### src/rtl/irq_ctrl_pkg.sv
package irq_ctrl_pkg;

  localparam int REG_W      = 8;

  // control register bit positions (software decodes these)
  localparam int GEN_BIT    = 7;
  localparam int NV_EN_BIT  = 6;
  localparam int TM_EN_BIT  = 5;
  localparam int PX_EN_BIT  = 4;
  localparam int PC_EN_BIT  = 3;
  localparam int TM_FL_BIT  = 2;
  localparam int PX_FL_BIT  = 1;
  localparam int PC_FL_BIT  = 0;

  // memory-control register: write-done flag position
  localparam int NV_FL_BIT  = 4;

  typedef enum logic {
    SEL_CTRL   = 1'b0,
    SEL_MEMCTL = 1'b1
  } reg_sel_e;

  // one bit per source: write-done, timer, pin, port
  typedef struct packed {
    logic nv;
    logic tm;
    logic px;
    logic pc;
  } src_vec_t;

  function automatic logic pick_edge(input logic prev, input logic cur,
                                     input logic rising);
    return rising ? (~prev & cur) : (prev & ~cur);
  endfunction

  function automatic logic merge_flag(input logic old_v, input logic wr,
                                      input logic wr_bit, input logic set_ev);
    // a hardware set wins over a software clear
    return set_ev | (wr ? wr_bit : old_v);
  endfunction

  function automatic src_vec_t flags_of(input logic [REG_W-1:0] ctrl,
                                        input logic nv_flag);
    src_vec_t f;
    f.nv = nv_flag;
    f.tm = ctrl[TM_FL_BIT];
    f.px = ctrl[PX_FL_BIT];
    f.pc = ctrl[PC_FL_BIT];
    return f;
  endfunction

  function automatic src_vec_t enables_of(input logic [REG_W-1:0] ctrl);
    src_vec_t e;
    e.nv = ctrl[NV_EN_BIT];
    e.tm = ctrl[TM_EN_BIT];
    e.px = ctrl[PX_EN_BIT];
    e.pc = ctrl[PC_EN_BIT];
    return e;
  endfunction

  function automatic logic any_active(input src_vec_t fl, input src_vec_t en);
    return |(fl & en);
  endfunction

endpackage

### src/rtl/irq_event_detect.sv
module irq_event_detect
  import irq_ctrl_pkg::*;
#(
  parameter int TMR_W  = 8,
  parameter int PORT_W = 4
) (
  input  logic              clk,
  input  logic              rst_n,
  input  logic              ext_pin,
  input  logic              edge_rise,
  input  logic [TMR_W-1:0]  tmr_count,
  input  logic [PORT_W-1:0] port_in,
  input  logic              nvm_done,
  output logic              armed,
  output logic              ext_hit,
  output logic              tmr_hit,
  output logic              port_hit,
  output logic              nv_hit
);

  localparam logic [TMR_W-1:0] TMR_TOP = {TMR_W{1'b1}};

  logic              armed_q;
  logic              pin_q;
  logic [TMR_W-1:0]  tmr_q;
  logic [PORT_W-1:0] port_q;
  logic [PORT_W-1:0] bit_diff;

  function automatic logic rolled_over(input logic [TMR_W-1:0] prev,
                                       input logic [TMR_W-1:0] cur);
    return (prev == TMR_TOP) && (cur == '0);
  endfunction

  always_ff @(posedge clk or negedge rst_n) begin
    if (!rst_n) begin
      armed_q <= 1'b0;
      pin_q   <= 1'b0;
      tmr_q   <= '0;
      port_q  <= '0;
    end else begin
      armed_q <= 1'b1;
      pin_q   <= ext_pin;
      tmr_q   <= tmr_count;
      port_q  <= port_in;
    end
  end

  for (genvar i = 0; i < PORT_W; i++) begin : g_port_cmp
    assign bit_diff[i] = port_in[i] ^ port_q[i];
  end

  assign armed    = armed_q;
  assign ext_hit  = armed_q & pick_edge(pin_q, ext_pin, edge_rise);
  assign tmr_hit  = armed_q & rolled_over(tmr_q, tmr_count);
  assign port_hit = armed_q & (|bit_diff);
  assign nv_hit   = nvm_done;

endmodule

### src/rtl/irq_ctrl_reg.sv
module irq_ctrl_reg
  import irq_ctrl_pkg::*;
(
  input  logic             clk,
  input  logic             rst_n,
  input  src_vec_t         hit,
  input  logic             reg_we,
  input  logic             reg_sel,
  input  logic [REG_W-1:0] reg_wdata,
  input  logic             irq_ack,
  input  logic             irq_ret,
  output logic [REG_W-1:0] ctrl_q,
  output logic             nv_flag_q,
  output logic [REG_W-1:0] reg_rdata
);

  logic             wr_ctrl;
  logic             wr_mem;
  logic [REG_W-1:0] ctrl_d;
  logic             nv_flag_d;

  assign wr_ctrl = reg_we & (reg_sel == SEL_CTRL);
  assign wr_mem  = reg_we & (reg_sel == SEL_MEMCTL);

  always_comb begin
    ctrl_d = ctrl_q;
    if (wr_ctrl) begin
      ctrl_d[NV_EN_BIT] = reg_wdata[NV_EN_BIT];
      ctrl_d[TM_EN_BIT] = reg_wdata[TM_EN_BIT];
      ctrl_d[PX_EN_BIT] = reg_wdata[PX_EN_BIT];
      ctrl_d[PC_EN_BIT] = reg_wdata[PC_EN_BIT];
    end
    ctrl_d[TM_FL_BIT] = merge_flag(ctrl_q[TM_FL_BIT], wr_ctrl,
                                   reg_wdata[TM_FL_BIT], hit.tm);
    ctrl_d[PX_FL_BIT] = merge_flag(ctrl_q[PX_FL_BIT], wr_ctrl,
                                   reg_wdata[PX_FL_BIT], hit.px);
    ctrl_d[PC_FL_BIT] = merge_flag(ctrl_q[PC_FL_BIT], wr_ctrl,
                                   reg_wdata[PC_FL_BIT], hit.pc);
    // acknowledge beats return, return beats software
    if (irq_ack)       ctrl_d[GEN_BIT] = 1'b0;
    else if (irq_ret)  ctrl_d[GEN_BIT] = 1'b1;
    else if (wr_ctrl)  ctrl_d[GEN_BIT] = reg_wdata[GEN_BIT];
    nv_flag_d = merge_flag(nv_flag_q, wr_mem, reg_wdata[NV_FL_BIT], hit.nv);
  end

  always_ff @(posedge clk or negedge rst_n) begin
    if (!rst_n) begin
      ctrl_q    <= '0;
      nv_flag_q <= 1'b0;
    end else begin
      ctrl_q    <= ctrl_d;
      nv_flag_q <= nv_flag_d;
    end
  end

  always_comb begin
    if (reg_sel == SEL_CTRL) begin
      reg_rdata = ctrl_q;
    end else begin
      reg_rdata            = '0;
      reg_rdata[NV_FL_BIT] = nv_flag_q;
    end
  end

endmodule

### src/rtl/irq_req_logic.sv
module irq_req_logic
  import irq_ctrl_pkg::*;
#(
  parameter int               VEC_W  = 12,
  parameter logic [VEC_W-1:0] VECTOR = 12'h004
) (
  input  logic [REG_W-1:0] ctrl,
  input  logic             nv_flag,
  input  logic             core_sleep,
  output logic             pending,
  output logic             irq_req,
  output logic             wake_req,
  output logic [VEC_W-1:0] irq_vector
);

  src_vec_t flags;
  src_vec_t enables;

  assign flags      = flags_of(ctrl, nv_flag);
  assign enables    = enables_of(ctrl);
  assign pending    = any_active(flags, enables);
  assign irq_req    = ctrl[GEN_BIT] & pending;
  assign wake_req   = core_sleep & pending;
  assign irq_vector = VECTOR;

endmodule

### src/rtl/irq_flag_ctrl.sv
module irq_flag_ctrl
  import irq_ctrl_pkg::*;
#(
  parameter int               TMR_W  = 8,
  parameter int               PORT_W = 4,
  parameter int               VEC_W  = 12,
  parameter logic [VEC_W-1:0] VECTOR = 12'h004
) (
  input  logic              clk,
  input  logic              rst_n,
  input  logic              ext_pin,
  input  logic              ext_edge_rise,
  input  logic [TMR_W-1:0]  tmr_count,
  input  logic [PORT_W-1:0] port_hi,
  input  logic              nvm_wr_done,
  input  logic              reg_we,
  input  logic              reg_sel,
  input  logic [REG_W-1:0]  reg_wdata,
  output logic [REG_W-1:0]  reg_rdata,
  input  logic              irq_ack,
  input  logic              irq_ret,
  input  logic              core_sleep,
  output logic              irq_req,
  output logic [VEC_W-1:0]  irq_vector,
  output logic              wake_req
);

  logic             armed;
  logic             ext_hit;
  logic             tmr_hit;
  logic             port_hit;
  logic             nv_hit;
  src_vec_t         hit;
  logic [REG_W-1:0] ctrl_q;
  logic             nv_flag_q;
  logic             pending;

  irq_event_detect #(
    .TMR_W  (TMR_W),
    .PORT_W (PORT_W)
  ) u_detect (
    .clk       (clk),
    .rst_n     (rst_n),
    .ext_pin   (ext_pin),
    .edge_rise (ext_edge_rise),
    .tmr_count (tmr_count),
    .port_in   (port_hi),
    .nvm_done  (nvm_wr_done),
    .armed     (armed),
    .ext_hit   (ext_hit),
    .tmr_hit   (tmr_hit),
    .port_hit  (port_hit),
    .nv_hit    (nv_hit)
  );

  always_comb begin
    hit.nv = nv_hit;
    hit.tm = tmr_hit;
    hit.px = ext_hit;
    hit.pc = port_hit;
  end

  irq_ctrl_reg u_regs (
    .clk       (clk),
    .rst_n     (rst_n),
    .hit       (hit),
    .reg_we    (reg_we),
    .reg_sel   (reg_sel),
    .reg_wdata (reg_wdata),
    .irq_ack   (irq_ack),
    .irq_ret   (irq_ret),
    .ctrl_q    (ctrl_q),
    .nv_flag_q (nv_flag_q),
    .reg_rdata (reg_rdata)
  );

  irq_req_logic #(
    .VEC_W  (VEC_W),
    .VECTOR (VECTOR)
  ) u_req (
    .ctrl       (ctrl_q),
    .nv_flag    (nv_flag_q),
    .core_sleep (core_sleep),
    .pending    (pending),
    .irq_req    (irq_req),
    .wake_req   (wake_req),
    .irq_vector (irq_vector)
  );

endmodule

### config.mk
export PLATFORM = sky130hd
export DESIGN_NAME = irq_flag_ctrl
export DESIGN_NICKNAME = d
export VERILOG_FILES = /design/src/rtl/irq_ctrl_pkg.sv /design/src/rtl/irq_event_detect.sv /design/src/rtl/irq_ctrl_reg.sv /design/src/rtl/irq_req_logic.sv /design/src/rtl/irq_flag_ctrl.sv
export SDC_FILE = /design/constraint.sdc
export NUM_CORES = 1
export LEC_CHECK = 0
export BUFFER_PORTS_ARGS = -buffer_cell sky130_fd_sc_hd__buf_4
export CAP_MARGIN = 15
export CORE_MARGIN = 10
export CORE_UTILIZATION = 44
export DETAILED_ROUTE_END_ITERATION = 16
export GPL_TIMING_DRIVEN = 0
export HOLD_SLACK_MARGIN = 0.03
export PLACE_DENSITY_LB_ADDON = 0.25
export SETUP_SLACK_MARGIN = 0.05
export SLEW_MARGIN = 20
export SYNTH_ARGS = -nofsm -noshare
export SYNTH_HDL_FRONTEND = slang
export SYNTH_SLANG_ARGS = --single-unit
### constraint.sdc
create_clock -name clk -period 1.45 [get_ports clk]
set_clock_uncertainty 0.15 [all_clocks]
set_input_delay 0.0725 -clock clk [delete_from_list [all_inputs] [get_ports clk]]
set_output_delay 0.0725 -clock clk [all_outputs]
set_load 0.05 [all_outputs]
==> results of run 1 <==
[cell type report]
cell class,count,area [sq um],share of cell area
well taps,28,35.0,0.0199
repair buffers,69,618,0.350
clock inverters,1,5.00,0.00284
clock buffers,3,22.5,0.0128
inverters,1,3.75,0.00213
multi-input cells,55,395,0.224
flip-flops and latches,23,576,0.326
plain buffers,14,109,0.0617
[flip-flops by register name, indices dropped and copies added, names as in the netlist]
signal	count
u_detect.armed	1
u_detect.pin_q	1
u_detect.port_q	4
u_detect.tmr_q	8
u_regs.ctrl_q	8
u_regs.nv_flag_q	1
[metrics by stage]
step	TNS [ns]	power, W
6_report	-0.121	0.00154
5_1_grt	-0.252	0.00164
4_1_cts	-0.119	0.00153
3_5_place_dp	0	0.00116
3_3_place_gp	0	0.00115
2_1_floorplan	0	0.00101
[cell families after synthesis]
kind of cell | share of synthesized area
AO/OA/AOI/OAI | 0.0663
flip-flops | 0.565
other | 0.00737
buffers and inverters | 0.111
multiplexers | 0.0848
AND/OR/NAND/NOR | 0.131
XOR/XNOR | 0.0344
[where the power goes]
part | switching (W) | leakage, nW | internal, W | total (W)
clock network | 0.000179 | 0.0177 | 0.000103 | 0.000282
registers | 0.0000310 | 0.265 | 0.000691 | 0.000722
logic | 0.000285 | 0.575 | 0.000255 | 0.000540
[cells in the final DEF (no fill, tap or decap), types with 2 or more instances in the layout]
cell / n
nand2_1: 3
nor2b_2: 3
buf_6: 5
buf_8: 2
nor2b_1: 5
buf_4: 48
xor2_1: 4
mux2i_1: 3
nand3_1: 2
clkbuf_4: 3
dlygate4sd3_1: 28
dfrtp_1: 23
a22oi_2: 2
mux2_1: 4
conb_1: 13
[per-layer routing]
| layer | vias to the layer above | share of wire |
|---|---|---|
| li1 | 422 | - |
| met1 | 392 | 0.39 |
| met4 | 0 | 0.014 |
| met2 | 41 | 0.47 |
| met5 | - | 0 |
| met3 | 5 | 0.12 |
[worst min path at each step]
stage | endpoint | slack, ns | cells past startpoint
2_1_floorplan | u_detect.armed | -0.37 | 0
3_3_place_gp | u_regs.ctrl_q[5] | -0.18 | 1
3_5_place_dp | u_regs.ctrl_q[5] | -0.17 | 1
6_report | u_regs.ctrl_q[0] | 0.08 | 5
5_1_grt | u_regs.ctrl_q[0] | 0.09 | 5
4_1_cts | u_regs.ctrl_q[1] | 0.07 | 3
[worst reg2reg max path, cell delays in order, from the launching register on]
cell and delay [ns]:
dfrtp_1 0.40, xor2_1 0.16, o41ai_1 0.36, nand2_1 0.08
[what timing repair did]
action	CTS	global route
endpoints found under the setup margin	3	6
hold buffers	27	1
hold endpoints to repair	45	1
setup buffers	2	0
pin swaps	4	0
gates resized for setup	7	8
==> results.sh, run 1 <==
export IMPL_grt_pass1_vias=981
export IMPL_startpoint="u_regs.ctrl_q[2]"
export IMPL_clk_path_buf_depth=2
export IMPL_ys_flop_type="dfrtp_1"
export IMPL_grt_use_met3=0.0473
export IMPL_synth_top_area_cell="dfrtp_1"
export IMPL_cts_buffers=3
export IMPL_worst_r2r_path_depth=3
export IMPL_place_detailed_hpwl_mm=1.81
export IMPL_r2r_setup_slack_ns=0.20
export IMPL_cp_max_fo=2
export IMPL_timing_critical_path_buf_inv=1
export IMPL_clkSinkCount=23
export IMPL_fillers=139
export IMPL_grt_ovfl_total=0
export IMPL_synth_common_cells="dfrtp_1, buf_4, nor2b_1, mux2_1, xor2_1"
export IMPL_fin_crit_ns=1.52
export IMPL_coreArea_sq_um=2210
export IMPL_min_period_over_period=1.05
export IMPL_placed_cells=160
export IMPL_busiest_layer="met2"
export IMPL_synthCells=82
export IMPL_gp_congestion=0.808
export IMPL_crit_family="flip-flops"
export IMPL_hold_start="reg_sel"
export IMPL_holdWs_ns=0.0836
export IMPL_synth_edf_count=0
export IMPL_rsz0062_at_grt="yes"
export IMPL_fmax_mhz=660
export IMPL_status="finished, violations left"
export IMPL_r2r_start="u_detect.port_q[1]"
export IMPL_gr_usage_met2=0.197
export IMPL_syn_area_sq_um=1020
export IMPL_crit_cells=4
export IMPL_ys_ff_latch=23
export IMPL_layout_cells_non_filler=194
export IMPL_synth_distinct_cells=26
export IMPL_setup_violations=2
export IMPL_drive_above_1_share=0.404
export IMPL_drc_errors=0
export IMPL_slew_viol_final=0
export IMPL_antenna_found_initial=0
export IMPL_worst_ir_drop_vdd_mv=0.720
export IMPL_r2r_end="u_regs.ctrl_q[0]"
export IMPL_yosys_cell_count_top_type="dfrtp_1"
export IMPL_clk_latency_ns=0.30
export IMPL_io_pins=52
export IMPL_fin_nets=197
export IMPL_vias_per_cell=4.43
export IMPL_seq_area_frac_synth=0.565
export IMPL_clkTransAtPathRegs_ns=0.12
export IMPL_syn2layout_area_growth_pct=73.2
export IMPL_cts_tree="done"
export IMPL_die_area_sq_um=4640
export IMPL_path_cells="a22oi_2 > nand2_1 > and2_1 > buf_6"
export IMPL_fin_area_sq_um=1760
export IMPL_antenna_cells=0
export IMPL_grt_pass1_wl_mm=4.38
export IMPL_hold_path_class="input port to register"
export IMPL_ant_nets=0
export IMPL_slowest_stage="dfrtp_1"
export IMPL_wl_mm=2.61
export IMPL_pre_cts_ws_ns=0.227
export IMPL_finalWorstSetupSlack_ns=-0.0657
export IMPL_critPathKind="register to output pin"
export IMPL_maxCapViolations=0
export IMPL_route_vias_total=860
export IMPL_startpoint_type="register"
export IMPL_num_rows=17
export IMPL_globalRouteTotalUtil=0.121
export IMPL_arrival_ns=1.29
export IMPL_cpPeakStageDelay_ns=0.41
export IMPL_p_leak_nw=0.857
export IMPL_port_buffers=39
export IMPL_fp_dieW_um=68.1
export IMPL_worstPathRequired_ns=1.23
export IMPL_violations="setup timing"
export IMPL_async_flop_share=1.00
export IMPL_wire_per_inst_um=13.5
export IMPL_floorplan_initialDensity=0.460
export IMPL_synth_warnings=0
export IMPL_use_met1=0.139
export IMPL_drtPass1Iterations=4
export IMPL_root_buffer="clkbuf_4"
export IMPL_first_iter_violations=21
export IMPL_grt_start_max_net_pins=24
export IMPL_hold_viol=0
export IMPL_synth_area_leaders="dfrtp_1, buf_4, mux2_1, nor2b_1, xor2_1"
export IMPL_endpoint="irq_req"
export IMPL_place_area_sq_um=1390
export IMPL_final_util=0.798
export IMPL_worstSetupEndpointType="output pin"
export IMPL_p_per_area_nw_per_um2=875
export IMPL_yosysTopAreaCellShare=0.565
export IMPL_htreeDepth=1
export IMPL_die_y_um=68.1
export IMPL_avgSynthCellArea_sq_um=12.4
(Power assumes the default switching activity.)
==> inputs of run 2 (changes only) <==
PLACE_DENSITY = 0.78   (was unset)
PLACE_DENSITY_LB_ADDON = unset   (was 0.25)
==> results.sh, run 2 (synthesis results as in run 1) <==
export IMPL_place_area_sq_um=1390
export IMPL_port_buffers=39
export IMPL_wl_met3_um=305
export IMPL_fillers=134
export IMPL_status="finished, violations left"
export IMPL_pre_cts_ws_ns=0.177
export IMPL_setup_violations=2
export IMPL_num_rows=17
export IMPL_slew_viol_final=0
export IMPL_clk_path_buf_depth=2
export IMPL_drive_above_1_share=0.384
export IMPL_final_common_cell="buf_4"
export IMPL_route_vias_total=849
export IMPL_die_y_um=68.1
export IMPL_io_pins=52
export IMPL_path_cells="a22oi_1 > nand2_1 > and2_4 > buf_8"
export IMPL_reg_top3="u_detect.tmr_q: 8 flops, u_regs.ctrl_q: 8 flops, u_detect.port_q: 4 flops"
export IMPL_fin_nets=195
export IMPL_cts_tree="done"
export IMPL_cp_max_fo=3
export IMPL_worst_r2r_path_depth=3
export IMPL_coreArea_sq_um=2210
export IMPL_cpPeakStageDelay_ns=0.42
export IMPL_rsz0062_at_grt="yes"
export IMPL_clk_latency_ns=0.30
export IMPL_root_buffer="clkbuf_4"
export IMPL_grt_pass1_wl_mm=4.30
export IMPL_cts_buffers=3
export IMPL_antenna_cells=0
export IMPL_wl_mm=2.88
export IMPL_grt_ovfl_total=0
export IMPL_fin_tns_setup_ns=-0.125
export IMPL_clkTransAtPathRegs_ns=0.12
export IMPL_r2r_setup_slack_ns=0.18
export IMPL_slowest_stage="dfrtp_1"
export IMPL_worstPathRequired_ns=1.23
export IMPL_hold_viol=0
export IMPL_syn2layout_area_growth_pct=69.7
export IMPL_p_leak_nw=0.847
export IMPL_violations="setup timing"
export IMPL_ant_nets=0
export IMPL_fmax_mhz=660
export IMPL_fin_area_sq_um=1730
export IMPL_critPathKind="register to output pin"
export IMPL_p_per_area_nw_per_um2=893
export IMPL_holdWs_ns=0.0319
export IMPL_dr_wl_met2_mm=1.51
export IMPL_arrival_ns=1.29
export IMPL_antenna_found_initial=0
export IMPL_final_util=0.781
export IMPL_final_cell_mix="buf_4, dlygate4sd3_1, dfrtp_1"
export IMPL_min_period_over_period=1.04
export IMPL_clkSinkCount=23
export IMPL_wl_met1_mm=1.05
export IMPL_drc_errors=0
export IMPL_htreeDepth=1
export IMPL_globalRouteTotalUtil=0.120
export IMPL_first_iter_violations=21
export IMPL_wire_per_inst_um=15.0
export IMPL_worstSetupEndpointType="output pin"
export IMPL_gp_congestion=0.768
export IMPL_fin_crit_ns=1.51
export IMPL_die_area_sq_um=4640
export IMPL_maxCapViolations=0
export IMPL_timing_critical_path_buf_inv=1
export IMPL_hold_path_class="input port to async pin"
export IMPL_highest_layer="met4"
export IMPL_fp_dieW_um=68.1
export IMPL_vias_per_cell=4.42
export IMPL_startpoint_type="register"
export IMPL_crit_cells=4
export IMPL_finalWorstSetupSlack_ns=-0.0645
export IMPL_drtPass1Iterations=4
export IMPL_floorplan_initialDensity=0.460
export IMPL_grt_pass1_vias=948
export IMPL_worst_ir_drop_vdd_mv=0.675
export IMPL_place_detailed_hpwl_mm=1.90
export IMPL_grt_start_max_net_pins=24
export IMPL_crit_family="flip-flops"
-- run 2: routing by layer --
metal,global-route usage,vias to the layer above
met4,0.0377,0
met2,0.229,39
met5,0,-
met3,0.0440,2
met1,0.116,392
li1,-,416
-- run 2: path summary, 6_finish.rpt --
path	start	end
hold reg to reg	u_regs.ctrl_q[5]	u_regs.ctrl_q[5]
max in group asynchronous	rst_n	u_regs.ctrl_q[6]
setup / recovery	u_regs.ctrl_q[0]	irq_req
min in group clk	ext_edge_rise	u_regs.ctrl_q[1]
hold / removal	rst_n	u_regs.ctrl_q[7]
setup reg to reg	u_detect.port_q[1]	u_regs.ctrl_q[0]
-- run 2: metrics by stage --
step                cells  power [W]
finish                192    0.00154
global route          192    0.00161
CTS                   191    0.00152
detailed placement    160    0.00116
global placement      160    0.00115
floorplan              93    0.00101
-- run 2: layout make-up --
cell class	instances	area, sq um	share of cell area
buffer	14	109	0.0630
timing repair buffer	67	591	0.342
multi-input combinational	55	388	0.224
clock buffer	4	26.3	0.0152
tap	28	35.0	0.0203
inverter	1	3.75	0.00217
sequential	23	576	0.333
-- run 2: report_power, final --
| group | total (W) | internal, W | switching [W] | leakage (nW) |
|---|---|---|---|---|
| Sequential | 0.000720 | 0.000691 | 0.0000293 | 0.265 |
| Combinational | 0.000537 | 0.000250 | 0.000287 | 0.567 |
| Clock | 0.000285 | 0.000107 | 0.000178 | 0.0150 |
| Total | 0.00154 | 0.00105 | 0.000494 | 0.847 |
-- run 2: timing repair --
| item | in CTS | in global routing |
|---|---|---|
| setup buffers | 1 | 2 |
| endpoints found under the hold margin | 45 | 0 |
| pin swaps | 4 | 0 |
| setup endpoints to repair | 3 | 3 |
| hold buffers | 26 | 0 |
| gates resized for setup | 6 | 5 |
